## src/rtl/barrier_pkg.sv

```systemverilog
package barrier_pkg;
  localparam int CNT_W  = 8;
  localparam int BYTE_W = 16;
  localparam int LED_W  = BYTE_W + 2;
  localparam int WORD_W = 64;
  localparam int PAD_W  = WORD_W - 2 - LED_W - 2 * CNT_W;

  typedef enum logic [1:0] {
    OP_NOP   = 2'd0,
    OP_INIT  = 2'd1,
    OP_ARR   = 2'd2,
    OP_ARRTX = 2'd3
  } op_e;

  typedef struct packed {
    logic [PAD_W-1:0]        rsvd;
    logic                    valid;
    logic                    phase;
    logic signed [LED_W-1:0] led;
    logic [CNT_W-1:0]        exp;
    logic [CNT_W-1:0]        cnt;
  } bar_word_t;
endpackage

```

## src/rtl/bar_slot.sv

```systemverilog
module bar_slot import barrier_pkg::*; (
  input  bar_word_t         cur_i,
  input  logic              init_en_i,
  input  logic [CNT_W-1:0]  init_exp_i,
  input  logic              loc_arr_i,
  input  logic [BYTE_W-1:0] loc_bytes_i,
  input  logic              peer_arr_i,
  input  logic              cred_en_i,
  input  logic [BYTE_W-1:0] cred_bytes_i,
  output bar_word_t         nxt_o,
  output logic              err_o
);
  logic [1:0]              inc;
  logic [CNT_W:0]          sum;
  logic signed [LED_W-1:0] add_b, sub_b, led_n;
  logic [CNT_W-1:0]        cnt_n;

  always_comb begin
    nxt_o = cur_i;
    err_o = 1'b0;
    inc   = {1'b0, loc_arr_i} + {1'b0, peer_arr_i};
    sum   = {1'b0, cur_i.cnt} + {{(CNT_W-1){1'b0}}, inc};
    add_b = loc_arr_i ? $signed({2'b00, loc_bytes_i}) : '0;
    sub_b = cred_en_i ? $signed({2'b00, cred_bytes_i}) : '0;
    led_n = cur_i.led;
    cnt_n = cur_i.cnt;
    if (init_en_i) begin
      // fence: racing ops to the barrier being set up are dropped
      if (peer_arr_i || cred_en_i) err_o = 1'b1;
      nxt_o = '0;
      if (init_exp_i == '0) begin
        err_o = 1'b1;
      end else begin
        nxt_o.valid = 1'b1;
        nxt_o.exp   = init_exp_i;
      end
    end else if (!cur_i.valid) begin
      if (loc_arr_i || peer_arr_i || cred_en_i) err_o = 1'b1;
    end else begin
      led_n = cur_i.led - sub_b;
      if (sum > {1'b0, cur_i.exp}) begin
        err_o = 1'b1;
      end else begin
        cnt_n = sum[CNT_W-1:0];
        led_n = led_n + add_b;
      end
      if (cnt_n == cur_i.exp && led_n == '0) begin
        nxt_o.cnt   = '0;
        nxt_o.led   = '0;
        nxt_o.phase = ~cur_i.phase;
      end else begin
        nxt_o.cnt = cnt_n;
        nxt_o.led = led_n;
      end
    end
  end
endmodule

```

## src/rtl/wait_port.sv

```systemverilog
module wait_port (
  input  logic clk_i,
  input  logic rst_ni,
  input  logic vld_i,
  input  logic valid_i,
  input  logic phase_i,
  input  logic par_i,
  output logic done_o
);
  always_ff @(posedge clk_i or negedge rst_ni) begin
    if (!rst_ni) done_o <= 1'b0;
    else         done_o <= vld_i && valid_i && (phase_i != par_i);
  end

  AST_DONE_NEEDS_REQ: assert property (@(posedge clk_i) disable iff (!rst_ni)
    done_o |-> $past(vld_i));
  AST_NO_EARLY_RELEASE: assert property (@(posedge clk_i) disable iff (!rst_ni)
    (vld_i && phase_i == par_i) |=> !done_o);
endmodule

```

## src/rtl/barrier_unit.sv

```systemverilog
module barrier_unit import barrier_pkg::*; #(
  parameter int NUM_BAR = 4,
  parameter int RANK_W  = 2,
  parameter int MY_RANK = 1,
  localparam int BAR_W  = (NUM_BAR > 1) ? $clog2(NUM_BAR) : 1
) (
  input  logic               clk_i,
  input  logic               rst_ni,
  input  logic [1:0]         op_i,
  input  logic [BAR_W-1:0]   bar_i,
  input  logic [BYTE_W-1:0]  arg_i,
  input  logic               peer_vld_i,
  input  logic [RANK_W-1:0]  peer_rank_i,
  input  logic [BAR_W-1:0]   peer_bar_i,
  input  logic               cred_vld_i,
  input  logic [BAR_W-1:0]   cred_bar_i,
  input  logic [BYTE_W-1:0]  cred_bytes_i,
  input  logic               wait_vld_i,
  input  logic [BAR_W-1:0]   wait_bar_i,
  input  logic               wait_par_i,
  output logic               wait_done_o,
  output logic [NUM_BAR-1:0] phase_o,
  output logic               err_o
);
  op_e          op;
  logic         peer_ok;
  bar_word_t    state_q [NUM_BAR];
  bar_word_t    state_n [NUM_BAR];
  logic [NUM_BAR-1:0] slot_err, init_en;

  assign op      = op_e'(op_i);
  assign peer_ok = peer_vld_i && (peer_rank_i == RANK_W'(MY_RANK));

  for (genvar b = 0; b < NUM_BAR; b++) begin : g_bar
    logic hit;
    assign hit        = (bar_i == BAR_W'(b));
    assign init_en[b] = hit && (op == OP_INIT);

    bar_slot u_slot (
      .cur_i        (state_q[b]),
      .init_en_i    (init_en[b]),
      .init_exp_i   (arg_i[CNT_W-1:0]),
      .loc_arr_i    (hit && (op == OP_ARR || op == OP_ARRTX)),
      .loc_bytes_i  ((op == OP_ARRTX) ? arg_i : '0),
      .peer_arr_i   (peer_ok && (peer_bar_i == BAR_W'(b))),
      .cred_en_i    (cred_vld_i && (cred_bar_i == BAR_W'(b))),
      .cred_bytes_i (cred_bytes_i),
      .nxt_o        (state_n[b]),
      .err_o        (slot_err[b])
    );

    always_ff @(posedge clk_i or negedge rst_ni) begin
      if (!rst_ni) state_q[b] <= '0;
      else         state_q[b] <= state_n[b];
    end

    assign phase_o[b] = state_q[b].phase;

    AST_INIT_CLEARS: assert property (@(posedge clk_i) disable iff (!rst_ni)
      (init_en[b] && arg_i[CNT_W-1:0] != '0) |=>
      (state_q[b].valid && !state_q[b].phase && state_q[b].cnt == '0));
    AST_CNT_BOUND: assert property (@(posedge clk_i) disable iff (!rst_ni)
      state_q[b].valid |-> (state_q[b].cnt <= state_q[b].exp));
    AST_FLIP_CLEAN: assert property (@(posedge clk_i) disable iff (!rst_ni)
      (state_q[b].valid && !init_en[b]) |=>
      ($stable(state_q[b].phase) || (state_q[b].cnt == '0 && state_q[b].led == '0)));
    AST_UNINIT_HOLD: assert property (@(posedge clk_i) disable iff (!rst_ni)
      (!state_q[b].valid && !init_en[b]) |=> $stable(state_q[b]));
  end

  always_ff @(posedge clk_i or negedge rst_ni) begin
    if (!rst_ni) err_o <= 1'b0;
    else         err_o <= err_o | (|slot_err);
  end

  AST_ERR_STICKY: assert property (@(posedge clk_i) disable iff (!rst_ni)
    err_o |=> err_o);

  wait_port u_wait (
    .clk_i   (clk_i),
    .rst_ni  (rst_ni),
    .vld_i   (wait_vld_i),
    .valid_i (state_q[wait_bar_i].valid),
    .phase_i (state_q[wait_bar_i].phase),
    .par_i   (wait_par_i),
    .done_o  (wait_done_o)
  );
endmodule

```

## config.mk

```make
export PLATFORM = sky130hd
export DESIGN_NAME = barrier_unit
export DESIGN_NICKNAME = d
export VERILOG_FILES = /design/src/rtl/barrier_pkg.sv /design/src/rtl/bar_slot.sv /design/src/rtl/wait_port.sv /design/src/rtl/barrier_unit.sv
export SDC_FILE = /design/constraint.sdc
export NUM_CORES = 1
export LEC_CHECK = 0
export BUFFER_PORTS_ARGS = -buffer_cell sky130_fd_sc_hd__buf_4
export CAP_MARGIN = 20
export CORE_ASPECT_RATIO = 0.9
export CORE_MARGIN = 10
export CORE_UTILIZATION = 47
export CTS_CLUSTER_SIZE = 8
export DETAILED_ROUTE_END_ITERATION = 6
export GPL_TIMING_DRIVEN = 0
export SKIP_CTS_REPAIR_TIMING = 1
export SYNTH_ARGS = -nofsm -noshare
export SYNTH_HDL_FRONTEND = slang
export SYNTH_HIERARCHICAL = 1
export SYNTH_SLANG_ARGS = --single-unit
```

## constraint.sdc

```tcl
create_clock -name clk_i -period 12.95 [get_ports clk_i]
set_input_delay 2.59 -clock clk_i [delete_from_list [all_inputs] [get_ports clk_i]]
set_output_delay 2.59 -clock clk_i [all_outputs]
set_load 0.02 [all_outputs]
```

# Word level (Yosys, flattened, before mapping)
# Index checks and enable logic that the tools add are counted.
# Widths: inputs -> output; s select.
# totals
reg_bits	146
in_bits	50
word_cells	214
# classes
addsub	16
order_cmp	5
eq_ne	18
n_mux	90
bitwise_logic	6
reduce_logical	57
# ops
operator	n
$mux 18	16
$mux 8	25
$mux 19	8
$mux 16	9
$bmux 64 s2	1
$add 18x18->18	4
$logic_not 18->1	4
$mux 36	2
$sub 18x18->18	4
$add 8x2->9	4
$gt 9x8->1	4
$eq 8x8->1	4
$mux 1	29
$logic_and 1x1->1	23
$eq 2x2->1 const B	8
$reduce_bool 2->1	8
$logic_or 1x1->1	13
$eq 2x1->1 const B	5
$add 1x1->2	4
$logic_not 8->1	1
$reduce_and 2->1	4
$logic_not 2->1	3
$not 1->1	4
$reduce_or 4->1	1
other kinds (4)	4

# Depth between registers and ports, before layout
# logic_depth
depth_word	14
ltp_mapped	25
mapped_depth_nobuf	23

# Modules after synthesis
# Netlist, hierarchy kept.
# modules_own_cells
mod	n_inst	cells_per_inst	area_per_inst_um2	seq_area_each_um2
barrier_unit	1	307	6777.8	6431.2
bar_slot at g_bar[3].u_slot	1	577	3761.1	0.0
bar_slot at g_bar[1].u_slot	1	562	3716.1	0.0
bar_slot at g_bar[2].u_slot	1	530	3552.2	0.0
bar_slot at g_bar[0].u_slot	1	548	3543.4	0.0
wait_port	1	3	40.0	25.0

# Worst setup path after synthesis
# No wires, ideal clock.
# synth_path
kind	input port to flip-flop
startpoint	input cred_vld_i
endpoint	register state_q, in the netlist phase_o[2]
arrival_ns	7.305
slack_ns	5.566
stages	25
path_buffers	4
cell_sequence	nand2_1 nor2_1 clkbuf_1 clkbuf_1 nand2_1 ha_1 nand2_1 a211o_1 and3_1 o21ai_0 a31oi_1 xnor2_1 ha_1 clkbuf_1 a21oi_1 and2_1 a2111oi_0 nand2b_1 xor2_1 mux2i_1 nand4_1 or4b_1 buf_2 or3_1 a21oi_1
# synth_between
elab_chain_cells	11
# synth_rtl
element	line	source
start: declaration	barrier_unit.sv:15	input logic cred_vld_i,
$logic_and 1x1->1 (*)	barrier_unit.sv:46	.cred_en_i (cred_vld_i && (cred_bar_i == BAR_W'(b))),
$mux 16 (*)	bar_slot.sv:24	sub_b = cred_en_i ? $signed({2'b00, cred_bytes_i}) : '0;
$sub 18x18->18 (*)	bar_slot.sv:40	led_n = cur_i.led - sub_b;
$add 18x18->18	bar_slot.sv:45	led_n = led_n + add_b;
$mux 18 (*)	bar_slot.sv:41	if (sum > {1'b0, cur_i.exp}) begin
$mux 18 (*)	bar_slot.sv:37	end else if (!cur_i.valid) begin
$mux 18 (*)	bar_slot.sv:27	if (init_en_i) begin
$logic_not 18->1 (*)	bar_slot.sv:47	if (cnt_n == cur_i.exp && led_n == '0) begin
$logic_and 1x1->1 (*)	bar_slot.sv:47	
$reduce_bool 2->1 (no line) (*)	n/a	
$reduce_and 2->1 (no line) (*)	n/a	
end signal: indexed assignment	barrier_unit.sv:54	else state_q[b] <= state_n[b];
end: declaration	barrier_unit.sv:27	bar_word_t state_q [NUM_BAR];
# Every way passes the cells marked *; elsewhere a longest branch is shown, timed or not. The select of a mux whose other input is x is not followed.
# A chain may end at the register's enable or synchronous reset.

==> run metrics <==
number of buffers created by CTS=17; unrepaired setup endpoints after global routing=no; relative max-transition margin=0.333; WP data arrival=8970 ps; area overhead of the layout relative to synthesis=9.24%; Syn Std Cell Area=17900 um^2; Routed WL per cell=23.2 um; clock slew seen by the registers of the worst setup and hold paths=70 ps; Pleak=8.68 nW; CTS tree=done; crit path time final=8640 ps; via count of the first global-routing pass=16900; run status=finished, final reports clean; placeable core area=37400 um^2; Worst Skew=10.4 ps; Pwr per Cell Area=256 nW/um^2; Post-Route WL=66700 um; setup TNS=0 ps; pin count of the biggest net entering global routing=112; clock buffer depth=2; quantity of I/O buffers inserted on ports=54; syn_area_per_cell=7.78 um^2; critical path fanouts, max=10; number of sinks on the clock net=146; initial antenna violation count=4; count of max-cap constraint violations=0; total instance count after detailed placement=2836; final max-slew violation count=0; Setup Viol. Count Final=0; Mapped Cells=2295; required time at the worst-slack endpoint=13280 ps; per-cell via count in the routed design=6.30; placed wire-length estimate after detailed placement=50900 um; kind of capture point of the worst setup path=flop; warning count from the yosys run=6; share of layout cells above drive strength 1=0.0809; classification of the worst setup path=input pin to flop; GR Overflow Total=0; number of DRC violations after detailed routing=0; later-pin clock latency in the skew report=480 ps; total number of vias=18100; Max IR drop VDD=86.4 uV; total global routing track utilization=0.284; die height=205 um; first-pass GRT wire length=101000 um; Initial DRC Count=1771; RePlAce Congestion=0.954; type of the tightest min-delay check=flop to flop; die boundary width=225 um; 1st-pass router iterations=6; highest clock frequency the design can meet=116 MHz; total number of nets in the final design=2606; Die Footprint=46200 um^2; Core Rows=67; transition at the pin with the smallest max-transition slack=986 ps; Hold Fails Final Rpt=0; number of nets produced by synthesis=2529; kind of start point of the critical path=input pin; effective utilization at floorplan=0.478; CTS Root Cell=clkbuf_16; H-tree depth=4; Final ANT Viol Nets=0; Cell Count, Final, Fillers Out=2871; final period utilization=0.667; number of I/O pins=56
==> power breakdown <==
part / switching, mW / internal (mW)
registers: 0.141 / 0.630
clock network: 0.229 / 0.280
logic: 2.29 / 1.43
total: 2.66 / 2.33
==> final timing paths <==
path / start / end / slack (ps) / depth (start not counted)
max: cred_vld_i / state_q[5] / 4310 / 22
min: state_q[156] / state_q[156] / 540 / 2
max reg2reg: state_q[16] / state_q[5] / 7080 / 20
min reg2reg: state_q[156] / state_q[156] / 540 / 2
max in group asynchronous: rst_ni / state_q[207] / 10010 / 2
min in group asynchronous: rst_ni / state_q[19] / 2000 / 1
==> per-layer routing <==
layer / vias to the layer above / global-route usage / part of all wire
met5: - / 0 / 0.00019
met4: 2 / 0.0892 / 0.025
met3: 89 / 0.0579 / 0.091
met2: 761 / 0.421 / 0.42
met1: 8657 / 0.405 / 0.46
li1: 8588 / - / -
==> layout make-up <==
cell class,instances,area [um^2]
Fill cell,3740,17900
Multi-Input combinational cell,1930,13300
Sequential cell,146,3650
Tap cell,483,604
Buffer,134,603
Clock buffer,21,470
Timing Repair Buffer,58,455
Inverter,85,319
Clock inverter,11,105
Antenna cell,3,7.51
==> sequential cells by signal, indices dropped and copies added, names as in the netlist <==
register and count:
state_q 140, err_o 1, u_wait/done_o 1, phase_o 4
==> stage by stage <==
stage | setup WS, ps | power [mW] | cell area [um^2] | util | hold slack, ps
CTS | 4520 | 4.90 | 19500 | 0.522 | 535
finish | 4310 | 4.99 | 19500 | 0.522 | 537
detailed placement | 4050 | 4.37 | 18900 | 0.506 | 517
global placement | 4090 | 4.33 | 18900 | 0.505 | 514
global route | 3980 | 5.40 | 19500 | 0.522 | 556
floorplan | 5570 | 3.47 | 17900 | - | 490
==> cells in the final DEF (no fill, tap or decap), types with 17 or more instances in the layout <==
cell type	count
and2_1	82
xor2_1	79
a211oi_1	61
xnor2_1	90
buf_4	70
o21ai_0	109
nand4_1	25
dfrtp_1	146
a31oi_1	30
ha_1	172
o211ai_1	27
a21o_1	48
a21oi_1	153
clkbuf_1	88
and3_1	49
nor2_1	201
nand3_1	50
inv_1	85
nor3_1	35
nor4_1	27
nand2b_1	25
a311oi_1	33
mux2i_1	26
nand2_1	285
buf_2	20
clkbuf_16	17
==> critical path: stages <==
cell       delay, ps
buf_4             90
and3_1           150
clkbuf_1         480
clkbuf_1         440
nand2_1          110
ha_1             380
o211ai_1         150
o21ai_0          580
a21oi_1          170
xnor2_1          410
ha_1             300
clkbuf_1         210
and4_1           260
a2111oi_0        790
o211ai_1         220
a2bb2oi_1        180
a2111oi_0        500
and3_1           280
and4_1           230
buf_4            190
a2bb2oi_1        190
nor2_1            50
(Power assumes the default switching activity.)
